File: src/rtl/sertx_pkg.sv
package sertx_pkg;
    localparam int DATA_W     = 8;
    localparam int FRAME_BITS = DATA_W + 2;
    localparam int NSENT_W    = $clog2(FRAME_BITS + 1);

    typedef struct packed {
        logic               busy;
        logic [NSENT_W-1:0] nsent;
        logic [DATA_W:0]    shreg;
        logic               txd;
        logic               ti;
    } frame_st_t;
endpackage

File: src/rtl/sertx_prescale.sv
module sertx_prescale (
    input  logic clk,
    input  logic rst_n,
    input  logic ovf_i,
    input  logic div32_i,
    output logic tick_o
);
    logic half_d, half_q;

    always_comb begin
        half_d = half_q;
        if (ovf_i) begin
            half_d = ~half_q;
        end
        tick_o = ovf_i && (!div32_i || half_q);
    end

    always_ff @(posedge clk or negedge rst_n) begin
        if (!rst_n) begin
            half_q <= 1'b0;
        end else begin
            half_q <= half_d;
        end
    end
endmodule

File: src/rtl/sertx_div.sv
module sertx_div #(
    parameter int OS_RATE = 16
) (
    input  logic clk,
    input  logic rst_n,
    input  logic tick_i,
    output logic roll_o
);
    localparam int CW = $clog2(OS_RATE);
    localparam logic [CW-1:0] LAST = CW'(OS_RATE - 1);

    logic [CW-1:0] cnt_d, cnt_q;

    always_comb begin
        cnt_d  = cnt_q;
        roll_o = tick_i && (cnt_q == LAST);
        if (tick_i) begin
            cnt_d = (cnt_q == LAST) ? '0 : cnt_q + 1'b1;
        end
    end

    always_ff @(posedge clk or negedge rst_n) begin
        if (!rst_n) begin
            cnt_q <= '0;
        end else begin
            cnt_q <= cnt_d;
        end
    end
endmodule

File: src/rtl/sertx_frame.sv
module sertx_frame
    import sertx_pkg::*;
(
    input  logic              clk,
    input  logic              rst_n,
    input  logic              roll_i,
    input  logic              wr_i,
    input  logic [DATA_W-1:0] wr_data_i,
    input  logic              ti_clr_i,
    output logic              txd_o,
    output logic              ti_o,
    output logic              busy_o
);
    localparam logic [NSENT_W-1:0] LAST_BIT = NSENT_W'(FRAME_BITS - 1);

    frame_st_t st_d, st_q;

    always_comb begin
        st_d = st_q;
        if (ti_clr_i) begin
            st_d.ti = 1'b0;
        end
        if (roll_i && st_q.busy) begin
            if (st_q.nsent == '0) begin
                st_d.txd = 1'b0;
            end else begin
                st_d.txd   = st_q.shreg[0];
                st_d.shreg = {1'b1, st_q.shreg[DATA_W:1]};
            end
            st_d.nsent = st_q.nsent + 1'b1;
            if (st_q.nsent == LAST_BIT) begin
                st_d.busy = 1'b0;
                st_d.ti   = 1'b1;
            end
        end
        if (wr_i && !st_q.busy) begin
            st_d.busy  = 1'b1;
            st_d.nsent = '0;
            st_d.shreg = {1'b1, wr_data_i};
        end
    end

    always_ff @(posedge clk or negedge rst_n) begin
        if (!rst_n) begin
            st_q <= '{busy: 1'b0, nsent: '0, shreg: '1, txd: 1'b1, ti: 1'b0};
        end else begin
            st_q <= st_d;
        end
    end

    assign txd_o  = st_q.txd;
    assign ti_o   = st_q.ti;
    assign busy_o = st_q.busy;
endmodule

File: src/rtl/sertx_top.sv
module sertx_top (
    input  logic       clk,
    input  logic       rst_n,
    input  logic       ovf_i,
    input  logic       div32_i,
    input  logic       wr_i,
    input  logic [7:0] wr_data_i,
    input  logic       ti_clr_i,
    output logic       txd_o,
    output logic       ti_o
);
    logic tick_w;
    logic roll_w;
    logic busy_w;

    sertx_prescale u_pre (
        .clk    (clk),
        .rst_n  (rst_n),
        .ovf_i  (ovf_i),
        .div32_i(div32_i),
        .tick_o (tick_w)
    );

    sertx_div #(.OS_RATE(16)) u_div (
        .clk   (clk),
        .rst_n (rst_n),
        .tick_i(tick_w),
        .roll_o(roll_w)
    );

    sertx_frame u_frm (
        .clk      (clk),
        .rst_n    (rst_n),
        .roll_i   (roll_w),
        .wr_i     (wr_i),
        .wr_data_i(wr_data_i),
        .ti_clr_i (ti_clr_i),
        .txd_o    (txd_o),
        .ti_o     (ti_o),
        .busy_o   (busy_w)
    );
endmodule

File: config.mk
export PLATFORM = sky130hd
export DESIGN_NAME = sertx_top
export DESIGN_NICKNAME = d
export VERILOG_FILES = /design/src/rtl/sertx_pkg.sv /design/src/rtl/sertx_prescale.sv /design/src/rtl/sertx_div.sv /design/src/rtl/sertx_frame.sv /design/src/rtl/sertx_top.sv
export SDC_FILE = /design/constraint.sdc
export NUM_CORES = 1
export LEC_CHECK = 0
export ABC_AREA = 1
export BUFFER_PORTS_ARGS = -buffer_cell sky130_fd_sc_hd__clkbuf_2
export CORE_MARGIN = 2
export CORE_UTILIZATION = 54
export DETAILED_ROUTE_END_ITERATION = 12
export PLACE_DENSITY = 0.82
export SYNTH_ARGS = -nofsm -noshare
export SYNTH_HDL_FRONTEND = slang
export SYNTH_HIERARCHICAL = 1
export SYNTH_SLANG_ARGS = --single-unit
File: constraint.sdc
create_clock -name clk -period 2.7 [get_ports clk]
set_input_delay 0.405 -clock clk [delete_from_list [all_inputs] [get_ports clk]]
set_output_delay 0.405 -clock clk [all_outputs]
set_load 0.02 [all_outputs]
==> results.txt, run 1 <==
Status: finished clean
Sw Pwr: 0.265 mW
Synth cell types: 22
Count of state elements after synthesis: 21
CTS tree: done
FP Rows: 17
CTS sink count: 21
Crit-path cells: inv_2, nand2_4, nand3_2, nand3_1, nand2_1
Fin nets: 176
Clock power share: 19.2%
Share of cells above drive strength 1: 29.9%
Crit path max fanout: 14
Critical Path RT: 2930 ps
Initial DRT Pass Iterations: 4
Post-CTS sizing: 0
Total wire length: 2120 um
Final hold vios: 0
Clock buffer depth: 2
Cell area after synthesis: 1220 sq um
Root Driver: clkbuf_4
Placed cell area: 1310 sq um
Max_cap viols: 0
Initial Utilization: 56.5%
Post-DP HPWL: 1650 um
Synthesized net count: 159
Crit start category: register
Commonest non-fill, non-tap cell in the layout: nand2_1
Net Sw Frac: 34.6%
Clk slew on worst S/H paths: 110 ps
Setup-failing EPs final: 0
Largest net degree at the start of global routing: 22
Post-route cell area: 1330 sq um
Crit path capture type: register
Avg Inst Size Synth: 8.69 sq um
Detailed Route Iter0 Violations: 13
H-tree depth: 1
Slew HR: 65.8%
PwrDens: 575 nW/um^2
Critical path arrival: 1800 ps
LEAKAGE: 0.659 nW
Peak Freq: 0.638 GHz
CP Class: register to register
Total grt overflow: 0
DR vias: 948
Syn Inst Count: 141
Total global-route track usage: 18.9%
Slew Viols, Final: 0
Clock skew: 3.30 ps
Core ar.: 2170 sq um
Die Area: 2670 sq um
Post-CTS setup buffers: 0
RSZ-0062 raised after global routing: no
Worst Tran Pin Value: 512 ps
Routed WL per cell: 11.5 um
Share of the yosys chip area belonging to registers: 43.9%
Pre-CTS WS: 1080 ps
Global-route wire length before repair: 3800 um
Most frequent cells in the layout: nand2_1, nand3_1, clkbuf_2
Crit-path slowest cell: dfrtp_1
Final min period: 1570 ps
CTS Hold Bufs: 0
Worst hold path type: primary input to asynchronous set/reset pin
Remaining antenna violation count after routing: 0
Max incr delay on CP: 660 ps
Max IR drop VDD: 455 uV
GPL Wtd Cong: 0.798
Part of the cycle the worst path needs: 58.0%
Internal: 0.501 mW
Sequential share of power: 54.4%
Die width: 51.6 um
Boundary Pins: 16
Latest clock arrival within the worst-skew pair: 290 ps
DIE HEIGHT: 51.6 um
Total CTS buffers: 3
Total negative slack: 0 ps
Vias per cell: 5.12
DRC viols: 0
# diodes: 0
Area Growth Syn to Fin: 8.89%
Vias in the first global route: 928
Logic pwr share: 26.4%
PortBufs: 15
Initial antenna violation count: 0
Fill cells: 201
Fin worst setup slack: 1130 ps
Synth Warn #: 6
synth_stat cells:
cell type / number / area [sq um]
buf_2: 1 / 5.00
dfstp_2: 10 / 263
nand3_2: 9 / 90.1
dfrtp_1: 11 / 275
nand3b_1: 1 / 7.51
nor2_2: 1 / 6.26
buf_4: 1 / 7.51
o21ai_0: 6 / 30.0
buf_6: 2 / 22.5
inv_2: 1 / 3.75
a21oi_1: 1 / 5.00
nand2_8: 2 / 40.0
inv_1: 12 / 45.0
nand2_1: 38 / 143
nor2_1: 4 / 15.0
nand3_1: 30 / 150
o22ai_1: 1 / 6.26
clkinv_8: 1 / 16.3
ha_1: 4 / 50.1
xor2_1: 1 / 8.76
nand2_4: 2 / 22.5
nand2_2: 2 / 12.5
path summary, 6_finish.rpt:
path                                    start             to  slack, ps  cells after the start
max in group asynchronous               rst_n  u_frm/st_q[2]       2280                      1
worst min register to register  u_frm/st_q[3]  u_frm/st_q[3]        480                      2
worst min-delay path                    rst_n     u_frm/ti_o         60                      1
worst max-delay path             u_frm/busy_o  u_frm/st_q[4]       1130                      5
worst max register to register   u_frm/busy_o  u_frm/st_q[4]       1130                      5
min in group clk                     ti_clr_i     u_frm/ti_o        280                      2
power by group through the flow:
| stage | Combinational (mW) | Clock [mW] | Sequential (mW) |
|---|---|---|---|
| CTS | 0.206 | 0.152 | 0.417 |
| global placement | 0.190 | 0 | 0.420 |
| global route | 0.237 | 0.165 | 0.426 |
| detailed placement | 0.204 | 0 | 0.423 |
| floorplan | 0.163 | 0 | 0.409 |
| finish | 0.202 | 0.148 | 0.417 |
area by class of cell:
class                      count  area [sq um]  area share (%)
clock buffer                   4          26.3            1.97
inverter                      14          65.1            4.88
multi-input combinational    102           587            44.0
timing repair buffer          16          82.6            6.19
sequential                    21           538            40.3
tap                           28          35.0            2.63
cells by family (layout without fill, tap and decap cells):
logic type	Yosys count	in the layout	share of synthesized area, %
simple gates	89	89	39.7
flops	21	21	43.9
buf+inv	18	34	8.17
compound gates	8	8	3.37
fa+ha+maj	4	4	4.09
xor+xnor	1	1	0.715
worst max-delay path: cells and delay by family, from the launching register on:
family                 cells  cell delay [ps]
buffers and inverters      1              190
flip-flops                 1              660
AND/OR/NAND/NOR            4              650
registers in the layout, indices dropped and copies added, names as in the netlist:
signal	count
u_div/cnt_q	4
u_frm/st_q	13
u_frm/busy_o	1
u_frm/ti_o	1
u_pre/half_q	1
u_frm/txd_o	1
metal layers:
| layer | share of wire, % | wire [um] | GRT usage (%) |
|---|---|---|---|
| met1 | 46 | 977 | 23.6 |
| met2 | 49 | 1050 | 32.5 |
| met3 | 3.8 | 80 | 3.74 |
| met4 | 0.80 | 17 | 6.58 |
| met5 | 0 | 0 | 0 |
through the flow:
| step | utilization (%) | total power [mW] | std cells | hold slack (ps) |
|---|---|---|---|---|
| after global placement | 60.3 | 0.610 | 181 | 395 |
| final | 61.5 | 0.767 | 185 | 55.3 |
| after floorplan | - | 0.572 | 141 | 109 |
| after global routing | 61.5 | 0.827 | 185 | 84.7 |
| after CTS | 61.5 | 0.775 | 185 | 68.2 |
| after detailed placement | 60.3 | 0.628 | 181 | 400 |
(Power assumes the default switching activity.)
==> run 2: changes to the inputs <==
--- a/config.mk
+++ b/config.mk
@@ -5,12 +5,12 @@
 export SDC_FILE = /design/constraint.sdc
 export NUM_CORES = 1
 export LEC_CHECK = 0
-export ABC_AREA = 1
+export ABC_AREA = 0
 export BUFFER_PORTS_ARGS = -buffer_cell sky130_fd_sc_hd__clkbuf_2
 export CORE_MARGIN = 2
 export CORE_UTILIZATION = 54
 export DETAILED_ROUTE_END_ITERATION = 12
-export PLACE_DENSITY = 0.82
+export PLACE_DENSITY = 0.83
 export SYNTH_ARGS = -nofsm -noshare
 export SYNTH_HDL_FRONTEND = slang
 export SYNTH_HIERARCHICAL = 1
==> constraint.sdc (replaced) <==
create_clock -name clk -period 1.6 [get_ports clk]
set_input_delay 0.24 -clock clk [delete_from_list [all_inputs] [get_ports clk]]
set_output_delay 0.24 -clock clk [all_outputs]
set_load 0.02 [all_outputs]
==> run 2 against run 1 <==
The run now ends with negative setup slack left; sequential share of layout area grew 1.4 points; setup slack got worse by 1100 ps; sequential cell count is the same; die area shrank 15%; first-iteration DRC count unchanged; clock-buffer cell count shrank 1; total power rose by 120%; cell area decreased by 3.4%; largest cell class is now flip-flops and latches.
==> results.txt, run 2 <==
Hold Slack: 123 ps (was 55.3 ps)
Worst hold path type: primary input to register (was primary input to asynchronous set/reset pin)
Leading registers by flop count: u_frm/st_q x13, u_div/cnt_q x4 (unchanged)
Largest family of logic cells by synthesized area: compound AO/OA/AOI/OAI gates (was simple AND/OR/NAND/NOR gates)
PortBufs: 15 (unchanged)
Worst R2R Setup Slack: -10 ps (was 1130 ps)
Slew HR: 65.7% (was 65.8%)
Post-synth EDFFs: 0 (unchanged)
CTS tree: done (unchanged)
Setup-failing EPs final: 3 (was 0)
GPL Wtd Cong: 0.744 (was 0.798)
Cell area after synthesis: 1030 sq um (was 1220 sq um)
Status: finished, violations left (was finished clean)
Routed WL per cell: 14.3 um (was 11.5 um)
Final min period: 1610 ps (was 1570 ps)
Fin nets: 132 (was 176)
Total CTS buffers: 3 (unchanged)
Synth top area share: 26.8% (was 22.5%)
Part of the cycle the worst path needs: 101% (was 58.0%)
Ranking of synthesized cells by area: dfrtp_1, dfstp_2, mux2_2 (was dfrtp_1, dfstp_2, nand3_1)
Largest register FFs: 13 (unchanged)
Post-Synth Adder-Cell Area: 4.87% (was 4.09%)
Worst R2R Path Depth: 5 (unchanged)
Worst Tran Pin Value: 514 ps (was 512 ps)
Critical Path RT: 1830 ps (was 2930 ps)
PwrDens: 1280 nW/um^2 (was 575 nW/um^2)
Count of state elements after synthesis: 21 (unchanged)
Avg Inst Size Synth: 12.4 sq um (was 8.69 sq um)
Max IR drop VDD: 815 uV (was 455 uV)
Synth cell types: 31 (was 22)
Hold depth: 2
Commonest non-fill, non-tap cell in the layout: clkbuf_2 (was nand2_1)
Syn Inst Count: 83 (was 141)
Final hold vios: 0 (unchanged)
CTS sink count: 21 (unchanged)
Fin worst setup slack: -10.4 ps (was 1130 ps)
Vias in the first global route: 698 (was 928)
Die width: 47.6 um (was 51.6 um)
H-tree depth: 1 (unchanged)
Count leader, synth: dfrtp_1 (was nand2_1)
WHS Endpoint: u_pre/half_q
Latest clock arrival within the worst-skew pair: 300 ps (was 290 ps)
Remaining antenna violation count after routing: 0 (unchanged)
Most frequent cells in the layout: clkbuf_2, dfrtp_1, buf_4 (was nand2_1, nand3_1, clkbuf_2)
Largest area contributor in the netlist: dfrtp_1 (unchanged)
DIE HEIGHT: 47.6 um (was 51.6 um)
# diodes: 0 (unchanged)
Asr flop ratio synth: 100% (unchanged)
Slew Viols, Final: 0 (unchanged)
Total grt overflow: 0 (unchanged)
Detailed Route Iter0 Violations: 13 (unchanged)
Multiplexer share of the synthesized area: 10.7% (was 0%)
Root Driver: clkbuf_4 (unchanged)
Post-DP HPWL: 1390 um (was 1650 um)
Clk slew on worst S/H paths: 110 ps (about the same)
LEAKAGE: 0.584 nW (was 0.659 nW)
Initial antenna violation count: 0 (unchanged)
Core ar.: 1760 sq um (was 2170 sq um)
Initial DRT Pass Iterations: 4 (unchanged)
Initial Utilization: 58.2% (was 56.5%)
Largest reg by FF count: u_frm/st_q (unchanged)
Crit start category: register (unchanged)
Global-route wire length before repair: 3020 um (was 3800 um)
Vias per cell: 5.33 (was 5.12)
Total wire length: 1970 um (was 2120 um)
Post-synthesis compound-gate area fraction: 16.2% (was 3.37%)
Simple-gate share of the synthesized area: 10.8% (was 39.7%)
Clock skew: 13.9 ps (was 3.30 ps)
Share of cells above drive strength 1: 51.3% (was 29.9%)
XOR/XNOR share of the synthesized area: 1.71% (was 0.715%)
FP Rows: 15 (was 17)
DR vias: 736 (was 948)
Share of the yosys chip area belonging to registers: 52.4% (was 43.9%)
DRC viols: 0 (unchanged)
Fill cells: 140 (was 201)
Most frequent cells after synthesis: dfrtp_1, dfstp_2, mux2_2 (was nand2_1, nand3_1, inv_1)
Critical R2R Launch: u_div/cnt_q[0] (was u_frm/busy_o)
Worst R2R End: u_frm/st_q[9] (was u_frm/st_q[4])
Hold Path Origin: ovf_i
Post-Layout Cell Count: 138 (was 185)
Clock buffer depth: 2 (unchanged)
Crit path capture type: register (unchanged)
Most used DFF post-synth: dfrtp_1 (unchanged)
Placed cell area: 1190 sq um (was 1310 sq um)
Failing checks: negative setup slack
Largest net degree at the start of global routing: 22 (unchanged)
RSZ-0062 raised after global routing: yes (was no)
Finished Core Util: 73.0% (was 61.5%)
Peak Freq: 0.621 GHz (was 0.638 GHz)
Total power: 1.65 mW (was 0.767 mW)
Total global-route track usage: 19.6% (was 18.9%)
CP Class: register to register (unchanged)
Post-route cell area: 1290 sq um (was 1330 sq um)
Critical path arrival: 1840 ps (was 1800 ps)
Die Area: 2270 sq um (was 2670 sq um)
Synthesized net count: 101 (was 159)
Max_cap viols: 0 (unchanged)
Dpl cells: 130 (was 181)
Area Growth Syn to Fin: 25.5% (was 8.89%)
Crit path max fanout: 10 (was 14)
Boundary Pins: 16 (unchanged)
Synth Warn #: 6 (unchanged)
==> run 2: cell count changes in the layout (fill, tap and decap cells not counted), moves of 3 or more <==
cell,before,now
buf_4,1,11
nand3_1,30,3
mux2_2,0,7
nand2_1,38,5
inv_1,12,5
nand3_2,9,0
a22o_1,0,7
nor2_1,4,0
nand2b_1,0,3
o21ai_0,6,3
==> run 2: per-layer routing <==
metal	global-route usage, %	share of wire [%]	vias up
met1	23.5	45	353
met3	3.40	2.6	2
li1	-	-	367
met5	0	0	-
met4	8.11	0.61	0
met2	34.6	52	14
==> run 2: worst max-delay path, stage by stage, from the launching register on <==
cell,delay (ps)
dfrtp_1,400
ha_2,190
and4_4,200
and2_2,250
a22o_1,250
mux2_2,260
==> run 2: what timing repair did <==
action                                 4_1_cts  5_1_grt
pin swaps                                    2        2
hold buffers                                 1        0
resized for setup                            4        2
buffers inserted                             2        1
setup endpoints to repair                    9        9
gates cloned                                 0        0
endpoints found under the hold margin       11        0
==> run 2: cell type report <==
class                   instances  area [sq um]  area share [%]
inverters                       5          18.8            1.46
multi-input cells              55           485            37.7
clock buffers                   3          22.5            1.75
well taps                      25          31.3            2.43
flip-flops and latches         21           538            41.7
clock inverters                 1          5.00           0.388
repair buffers                 28           188            14.6
==> run 2: worst max path at each step <==
stage | end | slack [ps] | cells past startpoint | startpoint
2_1_floorplan | u_frm/st_q[3] | -50 | 6 | u_pre/half_q
3_3_place_gp | u_frm/st_q[6] | 8 | 5 | u_div/cnt_q[0]
3_5_place_dp | u_frm/st_q[8] | -80 | 6 | u_pre/half_q
4_1_cts | u_frm/st_q[9] | -6 | 7 | u_pre/half_q
5_1_grt | u_frm/st_q[9] | -70 | 7 | u_pre/half_q
6_report | u_frm/st_q[9] | -10 | 5 | u_div/cnt_q[0]
==> run 2: logic make-up after synthesis <==
kind of cell             count (synthesis)
AO/OA/AOI/OAI                           20
AND/OR/NAND/NOR                         19
flip-flops                              21
buffers and inverters                    7
adder cells (fa/ha/maj)                  4
multiplexers                            10
XOR/XNOR                                 2
==> run 2: through the flow <==
stage | TNS, ps | worst slack [ps]
floorplan | -362 | -51.8
global placement | 0 | 8.26
detailed placement | -609 | -79.1
CTS | -14.1 | -5.88
global route | -416 | -67.3
finish | -21.9 | -10.4
==> run 2: where the power goes <==
part           internal (mW)  total [mW]  switching, mW
clock                 0.0931       0.257          0.163
sequential             0.700       0.802          0.101
combinational          0.323       0.593          0.269
==> run 3: changes to the inputs <==
--- a/config.mk
+++ b/config.mk
@@ -10,7 +10,7 @@
 export CORE_MARGIN = 2
 export CORE_UTILIZATION = 54
 export DETAILED_ROUTE_END_ITERATION = 12
-export PLACE_DENSITY = 0.83
+export PLACE_DENSITY = 0.76
 export SYNTH_ARGS = -nofsm -noshare
 export SYNTH_HDL_FRONTEND = slang
 export SYNTH_HIERARCHICAL = 1
==> run 3 against run 2 <==
The flow now finishes without violations; critical path type unchanged; total power is 2.6% higher; register-to-register slack improved by 60 ps; largest cell class unchanged; sequential cell count unchanged; global-route usage rose by 0.77 points.
==> results.txt, run 3 (synthesis gave the netlist of run 2 again) <==
PortBufs: 15 (unchanged)
Slew HR: 66.2% (was 65.7%)
Part of the cycle the worst path needs: 97.2% (was 101%)
Fill cells: 148 (was 140)
Max_cap viols: 0 (unchanged)
Routed WL per cell: 14.2 um (was 14.3 um)
Core ar.: 1760 sq um (unchanged)
Vias per cell: 5.41 (was 5.33)
Peak Freq: 0.643 GHz (was 0.621 GHz)
Largest reg by FF count: u_frm/st_q (unchanged)
Most frequent cells in the layout: clkbuf_2, buf_4, dfrtp_1 (was clkbuf_2, dfrtp_1, buf_4)
Total negative slack: 0 ps (was -21.9 ps)
Final hold vios: 0 (unchanged)
RSZ-0062 raised after global routing: yes (unchanged)
Total CTS buffers: 3 (unchanged)
Global-route wire length before repair: 3180 um (was 3020 um)
Critical path arrival: 1780 ps (was 1840 ps)
Area Growth Syn to Fin: 28.9% (was 25.5%)
Leading registers by flop count: u_frm/st_q x13, u_div/cnt_q x4 (unchanged)
Share of cells above drive strength 1: 51.7% (was 51.3%)
Crit path capture type: register (unchanged)
Worst hold path type: primary input to register (unchanged)
Area taken by multi-input logic gates: 504 sq um (was 485 sq um)
Initial DRT Pass Iterations: 4 (unchanged)
Clk slew on worst S/H paths: 110 ps (about the same)
Largest register FFs: 13 (unchanged)
DRC viols: 0 (unchanged)
PwrDens: 1280 nW/um^2 (about the same)
Vias in the first global route: 754 (was 698)
Total grt overflow: 0 (unchanged)
Setup-failing EPs final: 0 (was 3)
Die width: 47.6 um (unchanged)
Slew Viols, Final: 0 (unchanged)
Largest net degree at the start of global routing: 22 (unchanged)
# diodes: 0 (unchanged)
Clock skew: 4.75 ps (was 13.9 ps)
Initial Utilization: 58.2% (unchanged)
LEAKAGE: 0.603 nW (was 0.584 nW)
Boundary Pins: 16 (unchanged)
Status: finished clean (was finished, violations left)
FF/Latch Area: 538 sq um (unchanged)
Total wire length: 2000 um (was 1970 um)
DIE HEIGHT: 47.6 um (unchanged)
Max IR drop VDD: 834 uV (was 815 uV)
GPL Wtd Cong: 0.785 (was 0.744)
CTS tree: done (unchanged)
Worst Tran Pin Value: 507 ps (was 514 ps)
Root Driver: clkbuf_4 (unchanged)
Latest clock arrival within the worst-skew pair: 290 ps (was 300 ps)
Worst R2R Setup Slack: 40 ps (was -10 ps)
Fin nets: 135 (was 132)
Total power: 1.69 mW (was 1.65 mW)
Hold Slack: 125 ps (was 123 ps)
CP Class: register to register (unchanged)
Critical Path RT: 1820 ps (was 1830 ps)
FP Rows: 15 (unchanged)
Pre-CTS WS: -156 ps (was -79.1 ps)
Crit path max fanout: 5 (was 10)
Crit start category: register (unchanged)
Die Area: 2270 sq um (unchanged)
H-tree depth: 1 (unchanged)
Post-DP HPWL: 1240 um (was 1390 um)
Initial antenna violation count: 0 (unchanged)
Commonest non-fill, non-tap cell in the layout: clkbuf_2 (unchanged)
Detailed Route Iter0 Violations: 7 (was 13)
DR vias: 763 (was 736)
Final min period: 1560 ps (was 1610 ps)
Total global-route track usage: 20.3% (was 19.6%)
Fin worst setup slack: 44.8 ps (was -10.4 ps)
Clock buffer depth: 2 (unchanged)
Remaining antenna violation count after routing: 0 (unchanged)
CTS sink count: 21 (unchanged)
-- run 3: cell count changes in the layout (fill, tap and decap cells not counted), moves of 2 or more --
cell,change
buf_6,+2
buf_4,+2
mux2_2,-4
mux2_4,+4
-- run 3: path summary, 6_finish.rpt --
path | startpoint | endpoint | depth (start not counted)
hold / removal | ti_clr_i | u_frm/ti_o | 2
min in group asynchronous | rst_n | u_frm/busy_o | 2
setup / recovery | u_pre/half_q | u_frm/st_q[3] | 7
setup reg to reg | u_pre/half_q | u_frm/st_q[3] | 7
hold reg to reg | u_frm/txd_o | u_frm/txd_o | 2
max in group asynchronous | rst_n | u_frm/st_q[6] | 2
-- run 3: repair_timing --
item / in CTS / in global routing
setup buffers: 4 / 2
endpoints found under the hold margin: 11 / 0
resized for setup: 5 / 10
endpoints found under the setup margin: 9 / 9
cloned: 0 / 0
pin swaps: 2 / 3
hold buffers: 1 / 0
-- run 3: per-layer routing --
layer | routed length (um) | up-vias | track usage [%]
met1 | 901 | 376 | 25.1
li1 | - | 369 | -
met3 | 67 | 2 | 3.40
met5 | 0 | - | 0
met2 | 1010 | 16 | 35.4
met4 | 22 | 0 | 8.11
-- run 3: stage by stage --
step,area (sq um),utilization (%),instances
floorplan,1030,-,83
global placement,1190,67.6,130
detailed placement,1190,67.6,130
CTS,1270,72.2,139
global route,1320,75.0,141
finish,1320,75.0,141
-- run 3: cell type report --
type,count,area share (%)
clock buffers,4,1.98
inverters,5,1.42
multi-input cells,55,38.1
flip-flops and latches,21,40.6
well taps,25,2.36
repair buffers,31,15.5
-- run 3: report_power, final --
| group | total [mW] | internal (mW) | switching, mW |
|---|---|---|---|
| clock | 0.241 | 0.0968 | 0.145 |
| combinational | 0.658 | 0.370 | 0.288 |
| sequential | 0.794 | 0.700 | 0.0932 |
-- run 3: critical path: stages (launching register included) --
cell	delay, ps
dfrtp_1	370
inv_2	50
a21boi_4	130
and4_4	260
nand2_4	60
o21ai_4	160
buf_6	160
mux2_4	300
